===== src/rtl/vpic_pkg.sv =====
package vpic_pkg;
  localparam int LVL_W = 3;
  localparam int VEC_W = 16;

  typedef struct packed {
    logic [LVL_W-1:0] level;
    logic             edge_mode;
    logic [VEC_W-1:0] vec;
  } src_cfg_t;
endpackage


===== src/rtl/vpic_src_bank.sv =====
module vpic_src_bank
  import vpic_pkg::*;
#(
  parameter int NUM_SRC = 8,
  parameter int IDX_W   = 3
) (
  input  logic                      clk,
  input  logic                      rst_n,
  input  logic [NUM_SRC-1:0]        irq_src,
  input  logic                      cfg_we,
  input  logic [IDX_W-1:0]          cfg_idx,
  input  logic [LVL_W-1:0]          cfg_level,
  input  logic                      cfg_edge,
  input  logic [VEC_W-1:0]          cfg_vec,
  input  logic                      cfg_clr,
  input  logic                      ack_clr,
  input  logic [IDX_W-1:0]          ack_idx,
  output logic [NUM_SRC-1:0]        req_o,
  output src_cfg_t [NUM_SRC-1:0]    cfg_o
);

  for (genvar g = 0; g < NUM_SRC; g++) begin : g_src
    logic     in_q;
    logic     pend_q, pend_d;
    src_cfg_t cfg_q, cfg_d;
    logic     sel, clr, rise;

    always_comb begin
      sel    = cfg_we && (cfg_idx == IDX_W'(g));
      clr    = (ack_clr && (ack_idx == IDX_W'(g))) || (sel && cfg_clr);
      rise   = irq_src[g] && !in_q;
      pend_d = (pend_q && !clr) || (rise && cfg_q.edge_mode);
      cfg_d  = cfg_q;
      if (sel) begin
        cfg_d.level     = cfg_level;
        cfg_d.edge_mode = cfg_edge;
        cfg_d.vec       = cfg_vec;
      end
    end

    always_ff @(posedge clk or negedge rst_n) begin
      if (!rst_n) begin
        in_q   <= 1'b0;
        pend_q <= 1'b0;
        cfg_q  <= '0;
      end else begin
        in_q   <= irq_src[g];
        pend_q <= pend_d;
        cfg_q  <= cfg_d;
      end
    end

    assign req_o[g] = cfg_q.edge_mode ? pend_q : in_q;
    assign cfg_o[g] = cfg_q;
  end

endmodule


===== src/rtl/vpic_arbiter.sv =====
module vpic_arbiter
  import vpic_pkg::*;
#(
  parameter int NUM_SRC = 8,
  parameter int IDX_W   = 3
) (
  input  logic [NUM_SRC-1:0]     req_i,
  input  src_cfg_t [NUM_SRC-1:0] cfg_i,
  input  logic [LVL_W-1:0]       mask_i,
  output logic                   win_vld,
  output logic [IDX_W-1:0]       win_idx,
  output logic [LVL_W-1:0]       win_lvl,
  output logic [VEC_W-1:0]       win_vec
);

  // Strict compare while scanning upward keeps the lowest index on a tie.
  always_comb begin
    win_vld = 1'b0;
    win_idx = '0;
    win_lvl = '0;
    win_vec = '0;
    for (int i = 0; i < NUM_SRC; i++) begin
      if (req_i[i] && (cfg_i[i].level > mask_i) && (cfg_i[i].level > win_lvl)) begin
        win_vld = 1'b1;
        win_idx = IDX_W'(i);
        win_lvl = cfg_i[i].level;
        win_vec = cfg_i[i].vec;
      end
    end
  end

endmodule


===== src/rtl/vpic_seq.sv =====
module vpic_seq #(
  parameter int RES_CYCLES = 4
) (
  input  logic clk,
  input  logic rst_n,
  input  logic restart_i,
  input  logic win_vld_i,
  output logic accept_o,
  output logic irq_o
);

  localparam int CNT_W = (RES_CYCLES > 1) ? $clog2(RES_CYCLES) : 1;
  localparam logic [CNT_W-1:0] CNT_LAST = CNT_W'(RES_CYCLES - 1);

  logic             hold_q, hold_d;
  logic [CNT_W-1:0] cnt_q, cnt_d;
  logic             last;

  always_comb begin
    last     = (cnt_q == CNT_LAST);
    accept_o = !restart_i && !hold_q && last && win_vld_i;
    hold_d   = hold_q;
    cnt_d    = cnt_q;
    if (restart_i) begin
      hold_d = 1'b0;
      cnt_d  = '0;
    end else if (!hold_q) begin
      if (last) begin
        cnt_d  = '0;
        hold_d = win_vld_i;
      end else begin
        cnt_d  = cnt_q + 1'b1;
      end
    end
  end

  always_ff @(posedge clk or negedge rst_n) begin
    if (!rst_n) begin
      hold_q <= 1'b0;
      cnt_q  <= '0;
    end else begin
      hold_q <= hold_d;
      cnt_q  <= cnt_d;
    end
  end

  assign irq_o = hold_q;

endmodule


===== src/rtl/vpic_ctrl.sv =====
module vpic_ctrl
  import vpic_pkg::*;
#(
  parameter int NUM_SRC      = 8,
  parameter int RES_CYCLES   = 4,
  parameter bit MASK_RST_ALL = 1'b1,
  localparam int IDX_W       = (NUM_SRC > 1) ? $clog2(NUM_SRC) : 1
) (
  input  logic               clk,
  input  logic               rst_n,
  input  logic [NUM_SRC-1:0] irq_src,
  input  logic               cfg_we,
  input  logic [IDX_W-1:0]   cfg_idx,
  input  logic [LVL_W-1:0]   cfg_level,
  input  logic               cfg_edge,
  input  logic [VEC_W-1:0]   cfg_vec,
  input  logic               cfg_clr,
  input  logic               vec_rd,
  output logic [VEC_W-1:0]   vec_q,
  input  logic               mask_wr,
  input  logic [LVL_W-1:0]   mask_wdata,
  output logic [LVL_W-1:0]   mask_q,
  output logic               cpu_irq
);

  localparam logic [LVL_W-1:0] MASK_RST = MASK_RST_ALL ? '1 : '0;

  logic [NUM_SRC-1:0]     req;
  src_cfg_t [NUM_SRC-1:0] cfg;
  logic                   win_vld;
  logic [IDX_W-1:0]       win_idx;
  logic [LVL_W-1:0]       win_lvl;
  logic [VEC_W-1:0]       win_vec;
  logic                   accept;
  logic                   restart;

  logic [LVL_W-1:0] mask_r, mask_d;
  logic [VEC_W-1:0] vec_r, vec_d;
  logic [IDX_W-1:0] acc_idx_q, acc_idx_d;
  logic [LVL_W-1:0] acc_lvl_q, acc_lvl_d;

  assign restart = vec_rd || mask_wr;

  vpic_src_bank #(.NUM_SRC(NUM_SRC), .IDX_W(IDX_W)) bank_i (
    .clk      (clk),
    .rst_n    (rst_n),
    .irq_src  (irq_src),
    .cfg_we   (cfg_we),
    .cfg_idx  (cfg_idx),
    .cfg_level(cfg_level),
    .cfg_edge (cfg_edge),
    .cfg_vec  (cfg_vec),
    .cfg_clr  (cfg_clr),
    .ack_clr  (vec_rd),
    .ack_idx  (acc_idx_q),
    .req_o    (req),
    .cfg_o    (cfg)
  );

  vpic_arbiter #(.NUM_SRC(NUM_SRC), .IDX_W(IDX_W)) arb_i (
    .req_i  (req),
    .cfg_i  (cfg),
    .mask_i (mask_r),
    .win_vld(win_vld),
    .win_idx(win_idx),
    .win_lvl(win_lvl),
    .win_vec(win_vec)
  );

  vpic_seq #(.RES_CYCLES(RES_CYCLES)) seq_i (
    .clk      (clk),
    .rst_n    (rst_n),
    .restart_i(restart),
    .win_vld_i(win_vld),
    .accept_o (accept),
    .irq_o    (cpu_irq)
  );

  always_comb begin
    mask_d    = mask_r;
    vec_d     = vec_r;
    acc_idx_d = acc_idx_q;
    acc_lvl_d = acc_lvl_q;
    if (mask_wr) begin
      mask_d = mask_wdata;
    end else if (vec_rd) begin
      mask_d = acc_lvl_q;
    end
    if (accept) begin
      vec_d     = win_vec;
      acc_idx_d = win_idx;
      acc_lvl_d = win_lvl;
    end
  end

  always_ff @(posedge clk or negedge rst_n) begin
    if (!rst_n) begin
      mask_r    <= MASK_RST;
      vec_r     <= '0;
      acc_idx_q <= '0;
      acc_lvl_q <= '0;
    end else begin
      mask_r    <= mask_d;
      vec_r     <= vec_d;
      acc_idx_q <= acc_idx_d;
      acc_lvl_q <= acc_lvl_d;
    end
  end

  assign mask_q = mask_r;
  assign vec_q  = vec_r;

endmodule


===== config.mk =====
export PLATFORM = sky130hd
export DESIGN_NAME = vpic_ctrl
export DESIGN_NICKNAME = d
export VERILOG_FILES = /design/src/rtl/vpic_pkg.sv /design/src/rtl/vpic_src_bank.sv /design/src/rtl/vpic_arbiter.sv /design/src/rtl/vpic_seq.sv /design/src/rtl/vpic_ctrl.sv
export SDC_FILE = /design/constraint.sdc
export NUM_CORES = 1
export LEC_CHECK = 0
export ABC_AREA = 1
export BUFFER_PORTS_ARGS = -buffer_cell sky130_fd_sc_hd__buf_2
export CORE_MARGIN = 1
export CORE_UTILIZATION = 35
export DETAILED_ROUTE_END_ITERATION = 7
export GPL_ROUTABILITY_DRIVEN = 1
export HOLD_SLACK_MARGIN = 0.1
export SLEW_MARGIN = 15
export SYNTH_ARGS = -nofsm -noshare
export SYNTH_HDL_FRONTEND = slang
export SYNTH_HIERARCHICAL = 1
export SYNTH_SLANG_ARGS = --single-unit

===== constraint.sdc =====
create_clock -name clk -period 10.94 [get_ports clk]
set_input_delay 1.094 -clock clk [delete_from_list [all_inputs] [get_ports clk]]
set_output_delay 1.094 -clock clk [all_outputs]
set_load 0.02 [all_outputs]

==> results of run 1 <==
[per-layer routing]
metal  GRT usage [%]  vias to the layer above  part of all wire, %  wire, um
met5               0                        -                    0         0
met4            4.09                        0                  2.3       593
met3            2.03                       36                  3.8       987
met2            30.0                      166                   47     12300
met1            24.2                     4038                   47     12300
li1                -                     4242                    -         -
[layout make-up]
class / count / share of cell area (%)
clock buffers: 35 / 5.46
clock inverters: 4 / 0.481
inverters: 120 / 3.85
multi-input cells: 874 / 38.4
flip-flops and latches: 204 / 43.6
well taps: 384 / 4.10
repair buffers: 80 / 4.05
[state kept, by name, indices dropped and copies added (netlist names)]
register,count
acc_idx_q,3
bank_i/cfg_o,160
bank_i/g_src.pend_q,8
mask_q,3
acc_lvl_q,3
bank_i/g_src.in_q,8
seq_i/cnt_q,2
vec_q,16
seq_i/irq_o,1
[placed cells by master, fill, tap and decap left out, types with 2 or more instances in the layout]
cell type	count
a21boi_2	2
buf_2	58
inv_2	8
clkinv_1	4
dfrtp_1	201
o211ai_1	16
nor2_2	7
o21ai_0	172
buf_4	20
nor2_4	4
clkbuf_16	22
nand3_1	112
o21bai_1	9
o21ai_1	26
inv_1	108
ha_1	39
nand3_2	4
nand2_1	334
clkbuf_1	9
a21oi_1	32
nor2_1	48
o22ai_1	8
clkbuf_8	5
nand2_4	3
o21ai_2	20
dfstp_2	3
nand2_2	11
clkinv_2	2
nand4_1	6
a31oi_1	9
nand3b_1	2
[stage by stage]
step,worst slack [ns],total power (W),util (%)
after CTS,0.239,0.00259,40.3
after floorplan,1.46,0.00160,-
final,1.02,0.00257,40.5
after global placement,0.756,0.00183,37.9
after detailed placement,0.362,0.00185,37.9
after global routing,0.0108,0.00276,40.5
[critical path: cells and delay by family (launching register included)]
family                   cells  cell delay [ns]
AND/OR/NAND/NOR             33             3.51
adder cells (fa/ha/maj)      8             2.36
AO/OA/AOI/OAI               12             2.17
buffers and inverters       13             1.26
flip-flops                   1             0.53
[timing repair]
| action | 4_1_cts | 5_1_grt |
|---|---|---|
| buffers inserted | 0 | 3 |
| resized for setup | 0 | 3 |
| endpoints found under the setup margin | 0 | 22 |
[worst max-delay path by stage]
| stage | start | endpoint | slack, ns |
|---|---|---|---|
| CTS | mask_q[2] | acc_idx_q[2] | 0.24 |
| global placement | mask_q[2] | acc_idx_q[2] | 0.76 |
| global route | mask_q[2] | acc_idx_q[2] | 0.01 |
| detailed placement | mask_q[2] | acc_idx_q[2] | 0.36 |
| floorplan | mask_q[2] | vec_q[13] | 1.46 |
| finish | mask_q[2] | vec_q[3] | 1.02 |
[power breakdown]
group          leakage [nW]  switching (W)  internal, W
clock                 0.339       0.000308     0.000424
combinational          2.94       0.000543     0.000301
sequential             2.47      0.0000931     0.000901
total                  5.75       0.000943      0.00163
[cell families after synthesis]
group	count (synthesis)	share of synthesized area, %
AOI/OAI and AO/OA	298	16.1
buffers and inverters	181	7.71
DFF	204	49.1
adders and majority gates	39	4.69
and+or+nand+nor	537	22.3
==> results.md, run 1 <==
* WHS at 0.482 ns
* First-pass GRT wire length at 43.8 mm
* Worst Hold Class: reg2reg
* Synth Register Bits at 204
* Drt first pass iters at 5
* Syn nets at 1338
* Fin area at ~12000 sq um
* HP Start: bank_i/cfg_o[82]
* Async S/R FF share, synth at between 90% and 100%
* Multi-input logic area at 4500 sq um
* Max Root-Sink Buffers at 3
* Synth warnings at 6
* Post-Synthesis Cells at between 1000 and 1500
* Post-CTS Hold Fix Bufs at 0
* Ports at 60
* Hold Path End: bank_i/cfg_o[82]
* VDD IR max at 0.000116 V
* Num CTS Buffers at 22
* Slew HR at ~46%
* Die Y at roughly 170 um
* Root Buffer: clkbuf_16
* Crit Path Class: reg2reg
* Max FO, Critical Path at 30
* Most common cell on crit path: nand2_1
* Endpoints failing setup at 0
* Slowest cell delay on critical path at roughly 0.53 ns
* Die Width at around 170 um
* Num Clock Sinks at around 200
* Critical path's slowest cell: dfstp_2
* Clock skew at just under 0.007 ns
* Worst Path Required at around 11 ns
* F_max at just over 0.1 GHz
* Syn Area/Cell at a little over 8 sq um
* Setup TNS Final at 0 ns
* LEAKAGE at about 5.7 nW
* Grt ovf at 0
* Total track usage at between 10% and 20%
* Worst r2r src: mask_q[2]
* Outcome: completed
* Filler Cells Inserted at ~2900
* Vias in the first global route at 8326
* Initial Util at 35.9%
* Synth top area share at between 40% and 50%
* R2R depth at between 60 and 70
* Via Count at between 8000 and 9000
* Final Hold Viols at 0
* DRT iter0 DRCs at 546
* Reg2Reg Capture Point: vec_q[3]
* Arrival @ worst endpoint at 10.36 ns
* Largest net degree at the start of global routing at 94
* Most frequent cells after synthesis: 335 x nand2_1, 201 x dfrtp_1, 173 x o21ai_0, 112 x nand3_1, 108 x inv_1
* Area grow syn2layout at 12.6%
* Antenna Nets Post-Route at 0
* Vias per Instance at roughly 5.0
* Final min period at ~9.9 ns
* CTS tree: built
* Nets@finish at approximately 1400
* Cell Area, Synth at between 10000 and 15000 sq um
* Sequential area share after synthesis at about half
* Cells after DPL at roughly 1700
* Final cell count without fillers at approximately 1700
* Initial antenna violation count at 0
* Netlist cell types at between 40 and 50
* R2R setup slack at just over 1 ns
* Most common cell in the synthesized netlist: nand2_1
* Hold path depth at 2
* Die ar. at approximately 30000 sq um
* Clk_lat worst skew at 0.51 ns
* Gpl congestion at 0.861
* ANT cells at 0
* RSZ-0062 raised after global routing: no
* Core ar. at 28900 sq um
* Dominant synthesized flop cell: dfrtp_1
* Cell row count at 62
* CP Launch Type: flop
* Area leader, netlist: dfrtp_1
* Slew Viols, Final at 0
* PortBufs at 59
* Maximum Capacitance Violations at 0
* Routed WL at ~26 mm
* Worst slew pin tran at just over 0.8 ns
* PwrDens at 219 nW/um^2
* Clock transition time at the flip-flop clock pins of the worst setup and hold paths at ~0.060 ns
* Drt wl/cell at 15.4 um
* Seq. cell area at approximately 5100 sq um
* Top post-synthesis cells by area: dfrtp_1 48%, nand2_1 12%, o21ai_0 8.3%, nand3_1 5.4%, ha_1 4.7%
* Crit. End Element: flop
* Post-synth EDFFs at 0
* Final HPWL DP at 17.7 mm
* Layout cell share with drive strength beyond 1 at 13.4%
* Period utilization at about nine tenths
* Placed Area at 11000 sq um
* H-tree levels at 1
* DRC at 0
Note: power is estimated with default switching activity, not from simulation.
==> run 2: changes to the inputs <==
--- a/config.mk
+++ b/config.mk
@@ -9,6 +9,7 @@
 export BUFFER_PORTS_ARGS = -buffer_cell sky130_fd_sc_hd__buf_2
 export CORE_MARGIN = 1
 export CORE_UTILIZATION = 35
+export CTS_BUF_LIST = sky130_fd_sc_hd__clkbuf_4
 export DETAILED_ROUTE_END_ITERATION = 7
 export GPL_ROUTABILITY_DRIVEN = 1
 export HOLD_SLACK_MARGIN = 0.1
==> run 2 against run 1 <==
Compared with the run above:
- global-route usage rose by 0.057 points
- first-iteration DRC count rose by 3.8%
- power fell by 1.7%
- count of clock-buffer cells in the layout rose by 53
- largest power group unchanged
==> results.md, run 2 (synthesized netlist as in run 1, its figures left out) <==
* First-pass GRT wire length at roughly 44 mm
* Max reg flops at 160
* Die Y at about 170 um
* Root Buffer: clkbuf_4
* Clk_lat worst skew at between 0.6 and 0.7 ns
* Multi-input logic area at between 4000 and 5000 sq um
* Crit Path Class: reg2reg
* Total track usage at between 15 and 20%
* Switching Fraction at 38.0%
* Drt wl/cell at between 10 and 15 um
* Vias per Instance at between 4 and 5
* Arrival @ worst endpoint at 10.46 ns
* DRC at 0
* Clock skew at between 0.03 and 0.04 ns
* Period utilization at between 90 and 100%
* Pint at around 0.0016 W
* LEAKAGE at between 5 and 6 nW
* Worst Hold Class: in2async
* Final min period at 9.92 ns
* Initial antenna violation count at 0
* Layout cell share with drive strength beyond 1 at 17.1%
* Final Hold Viols at 0
* Largest net degree at the start of global routing at between 90 and 100
* Via Count at around 8700
* Die ar. at roughly 30000 sq um
* Slowest cell delay on critical path at 0.53 ns
* Filler Cells Inserted at around 3000
* Commonest non-fill, non-tap cell in the layout: nand2_1
* Worst Path Required at roughly 11 ns
* DRT iter0 DRCs at 567
* Maximum Capacitance Violations at 0
* Endpoints failing setup at 0
* Reg2Reg Capture Point: acc_idx_q[2]
* Net Sw Power at just under 0.001 W
* Seq. cell area at ~5100 sq um
* CTS tree: built
* Drt first pass iters at 5
* VDD IR max at 0.0000878 V
* Most frequent cells in the layout: 334 x nand2_1, 201 x dfrtp_1, 173 x o21ai_0, 112 x nand3_1, 108 x inv_1
* Die Width at approximately 170 um
* Num CTS Buffers at 56
* F_max at 0.101 GHz
* Comb pwr share at 33.3%
* Worst slew pin tran at a little over 0.8 ns
* Ports at 60
* RSZ-0062 raised after global routing: no
* H-tree levels at 2
* Final Util at between 40% and 50%
* Max Root-Sink Buffers at 3
* Gpl congestion at 0.861
* ANT cells at 0
* Num Clock Sinks at 204
* PwrDens at between 200 and 250 nW/um^2
* WHS at about 0.45 ns
* Setup TNS Final at 0 ns
* Slew HR at 45.9%
* Critical path's slowest cell: dfstp_2
* Nets@finish at ~1400
* Clock transition time at the flip-flop clock pins of the worst setup and hold paths at roughly 0.060 ns
* CP Launch Type: flop
* Fin area at 11700 sq um
* R2R setup slack at 1.02 ns
* Antenna Nets Post-Route at 0
* Clock power share at 27.3%
* Power share of the sequential group at 39.3%
* PortBufs at 59
* Crit. End Element: flop
* Vias in the first global route at ~8600
* Grt ovf at 0
* Slew Viols, Final at 0
* Post-CTS Hold Fix Bufs at 0
* Routed WL at 26.2 mm
* Outcome: completed
* Placed Area at between 10000 and 15000 sq um
* Cell row count at 62
* R2R depth at between 60 and 70
* Initial Util at between 30% and 40%
* Max FO, Critical Path at 26
* Final HPWL DP at around 18 mm
* Core ar. at approximately 29000 sq um
* Area grow syn2layout at 12.8%
* Worst r2r src: mask_q[2]
## run 2: worst max path at each step
| stage | from | endpoint | slack (ns) | cells after the start |
|---|---|---|---|---|
| floorplan | mask_q[2] | vec_q[13] | 1.46 | 69 |
| global placement | mask_q[2] | acc_idx_q[2] | 0.76 | 64 |
| detailed placement | mask_q[2] | acc_idx_q[2] | 0.36 | 64 |
| CTS | mask_q[2] | acc_idx_q[2] | 0.25 | 64 |
| global route | mask_q[2] | acc_idx_q[2] | 0.06 | 67 |
| finish | mask_q[2] | acc_idx_q[2] | 1.02 | 66 |
## run 2: repair_timing
action | 4_1_cts | 5_1_grt
buffers inserted | 0 | 2
setup endpoints to repair | 0 | 22
resized for setup | 0 | 2
## run 2: power by group through the flow
stage / registers, W / clock network [W] / logic, W
2_1_floorplan: 0.00100 / 0 / 0.000602
3_3_place_gp: 0.00100 / 0 / 0.000826
3_5_place_dp: 0.00100 / 0 / 0.000842
4_1_cts: 0.000993 / 0.000712 / 0.000847
5_1_grt: 0.00101 / 0.000746 / 0.000972
6_report: 0.000994 / 0.000690 / 0.000842
## run 2: per-layer routing
layer	track usage (%)	up-vias	part of all wire, %
met5	0	-	0
met4	5.30	0	1.9
met3	3.19	49	4.3
met2	29.5	178	47
met1	23.6	4116	47
li1	-	4353	-
## run 2: cell type report
class | count | share of cell area (%)
inverter | 120 | 3.84
clock inverter | 12 | 0.470
tap | 384 | 4.10
timing repair buffer | 79 | 3.98
multi-input combinational | 874 | 38.4
sequential | 204 | 43.6
clock buffer | 88 | 5.64
## run 2: worst max-delay path: cells and delay by family, from the launching register on
kind / cells / cell delay (ns)
AND/OR/NAND/NOR: 33 / 3.58
adder cells (fa/ha/maj): 8 / 2.33
AO/OA/AOI/OAI: 13 / 2.20
buffers and inverters: 12 / 1.15
flip-flops: 1 / 0.53
## run 2: per-stage QoR
step                power, W  worst slack, ns  std cells
global route         0.00273           0.0580       1761
global placement     0.00183            0.756       1658
floorplan            0.00160             1.46       1259
detailed placement   0.00185            0.362       1658
CTS                  0.00255            0.249       1758
finish               0.00253             1.02       1761
==> run 3: changes to the inputs <==
--- a/config.mk
+++ b/config.mk
@@ -8,8 +8,8 @@
 export ABC_AREA = 1
 export BUFFER_PORTS_ARGS = -buffer_cell sky130_fd_sc_hd__buf_2
 export CORE_MARGIN = 1
-export CORE_UTILIZATION = 35
-export CTS_BUF_LIST = sky130_fd_sc_hd__clkbuf_4
+export CORE_UTILIZATION = 36
+export CTS_BUF_LIST = sky130_fd_sc_hd__clkbuf_2 sky130_fd_sc_hd__clkbuf_4 sky130_fd_sc_hd__clkbuf_8
 export DETAILED_ROUTE_END_ITERATION = 7
 export GPL_ROUTABILITY_DRIVEN = 1
 export HOLD_SLACK_MARGIN = 0.1
==> constraint.sdc (replaced) <==
create_clock -name clk -period 10.94 [get_ports clk]
set_input_delay 1.641 -clock clk [delete_from_list [all_inputs] [get_ports clk]]
set_output_delay 1.641 -clock clk [all_outputs]
set_load 0.02 [all_outputs]
==> run 3 against run 2 <==
Compared with the run above:
- fmax is 1.2% lower
- setup slack worse by 0.12 ns
- combinational power is 1% lower
- sequential power is essentially flat
- critical path type unchanged
- largest power group unchanged
==> results.md, run 3 (synthesized netlist as in run 1, its figures left out) <==
* Die Y at 172 um
* Power share of the sequential group at 38.8%
* Slew HR at about 44%
* Most frequent cells in the layout: 334 x nand2_1, 201 x dfrtp_1, 173 x o21ai_0, 112 x nand3_1, 108 x inv_1
* Cell row count at 61
* Vias per Instance at about 5
* Commonest non-fill, non-tap cell in the layout: nand2_1
* Outcome: completed
* LEAKAGE at 5.79 nW
* Gpl congestion at between 0.8 and 0.9
* DRC at 0
* Endpoints failing setup at 0
* PortBufs at 59
* Worst Path Required at approximately 11 ns
* Post-CTS Hold Fix Bufs at 0
* Ports at 60
* Final HPWL DP at around 18 mm
* Nets@finish at around 1400
* Slew Viols, Final at 0
* Arrival @ worst endpoint at 10.50 ns
* Root Buffer: clkbuf_8
* Final Hold Viols at 0
* Die ar. at 29600 sq um
* Worst Hold Class: reg2reg
* Die Width at approximately 170 um
* Antenna Nets Post-Route at 0
* Area grow syn2layout at 12.7%
* PwrDens at 218 nW/um^2
* VDD IR max at between 0.0001 and 0.00015 V
* CTS tree: built
* ANT cells at 0
* Final min period at roughly 10 ns
* Most common cell on crit path: nand2_1
* Max reg flops at 160
* Initial Util at between 30% and 40%
* Num Clock Sinks at slightly above 200
* H-tree levels at 2
* Comb pwr share at 32.5%
* Switching Fraction at between 30% and 40%
* Layout cell share with drive strength beyond 1 at between 10% and 20%
* Max FO, Critical Path at 30
* Vias in the first global route at 8073
* Period utilization at 91.8%
* Net Sw Power at 0.000941 W
* Drt wl/cell at 15.2 um
* Slowest cell delay on critical path at between 0.5 and 0.6 ns
* RSZ-0062 raised after global routing: no
* Clock transition time at the flip-flop clock pins of the worst setup and hold paths at 0.06 ns
* Crit. End Element: flop
* Clk_lat worst skew at 0.54 ns
* Routed WL at 26.0 mm
* Final cell count without fillers at around 1700
* Maximum Capacitance Violations at 0
* Setup bufs post-CTS at 0
* Initial antenna violation count at 0
* DRT iter0 DRCs at slightly above 600
* Crit Path Class: reg2reg
* Filler Cells Inserted at about 2900
* Worst slew pin tran at ~0.84 ns
* Core ar. at approximately 28000 sq um
* Drt first pass iters at 5
* Setup TNS Final at 0 ns
* Critical path's slowest cell: dfstp_2
* Num CTS Buffers at 35
* Via Count at approximately 8500
* Pint at approximately 0.0016 W
* CP Launch Type: flop
* Cells after DPL at 1653
* Grt ovf at 0
* Largest net degree at the start of global routing at 86
* Total track usage at between 10% and 20%
* Max Root-Sink Buffers at 3
* Post-CTS sizing at 0
* First-pass GRT wire length at about 42 mm
* Clock power share at between 20% and 30%
* F_max at approximately 0.10 GHz
* Clock skew at approximately 0.029 ns
==> run 3: power groups by stage <==
stage / clock network (W) / logic (W) / registers, W
after CTS: 0.000751 / 0.000841 / 0.000994
final: 0.000733 / 0.000831 / 0.000994
after global routing: 0.000784 / 0.000951 / 0.00101
after global placement: 0 / 0.000823 / 0.00100
after floorplan: 0 / 0.000602 / 0.00100
after detailed placement: 0 / 0.000838 / 0.00101
==> run 3: stage by stage <==
stage	hold WS, ns	util (%)	worst slack [ns]	area [sq um]	total power [W]
floorplan	0.448	-	1.46	10400	0.00160
finish	0.480	41.7	0.902	11700	0.00256
detailed placement	0.468	39.0	0.478	11000	0.00184
global placement	0.460	39.0	0.963	11000	0.00183
CTS	0.483	41.6	0.422	11700	0.00259
global route	0.503	41.7	0.134	11700	0.00275
==> run 3: path summary, 6_finish.rpt <==
kind / from / endpoint / slack, ns / depth (start not counted)
min in group asynchronous: rst_n / bank_i/g_src[1].in_q / 1.14 / 1
min: bank_i/cfg_o[42] / bank_i/cfg_o[42] / 0.48 / 2
max in group asynchronous: rst_n / bank_i/cfg_o[158] / 8.41 / 2
max: mask_q[2] / vec_q[12] / 0.90 / 64
min reg2reg: bank_i/cfg_o[42] / bank_i/cfg_o[42] / 0.48 / 2
max reg2reg: mask_q[2] / vec_q[12] / 0.90 / 64
==> run 3: layer usage <==
metal | track usage [%] | part of all wire (%) | vias to the layer above | wire (um)
li1 | - | - | 4270 | -
met3 | 3.04 | 4.0 | 35 | 1030
met1 | 24.6 | 48 | 4037 | 12400
met4 | 5.54 | 1.8 | 0 | 459
met5 | 0 | 0 | - | 0
met2 | 29.5 | 46 | 153 | 12100
==> run 3: worst max-delay path, delay by kind of cell, from the launching register on <==
kind / cells / cell delay, ns
buffers and inverters: 10 / 1.25
adders and majority gates: 8 / 2.44
and+or+nand+nor: 34 / 3.72
DFF: 1 / 0.53
AOI/OAI and AO/OA: 12 / 1.99
==> run 3: layout make-up <==
class	count	area (sq um)	area share, %
Clock buffer	59	724	6.18
Clock inverter	2	16.3	0.139
Inverter	120	450	3.84
Multi-Input combinational cell	874	4490	38.3
Sequential cell	204	5110	43.6
Tap cell	378	473	4.04
Timing Repair Buffer	78	459	3.92
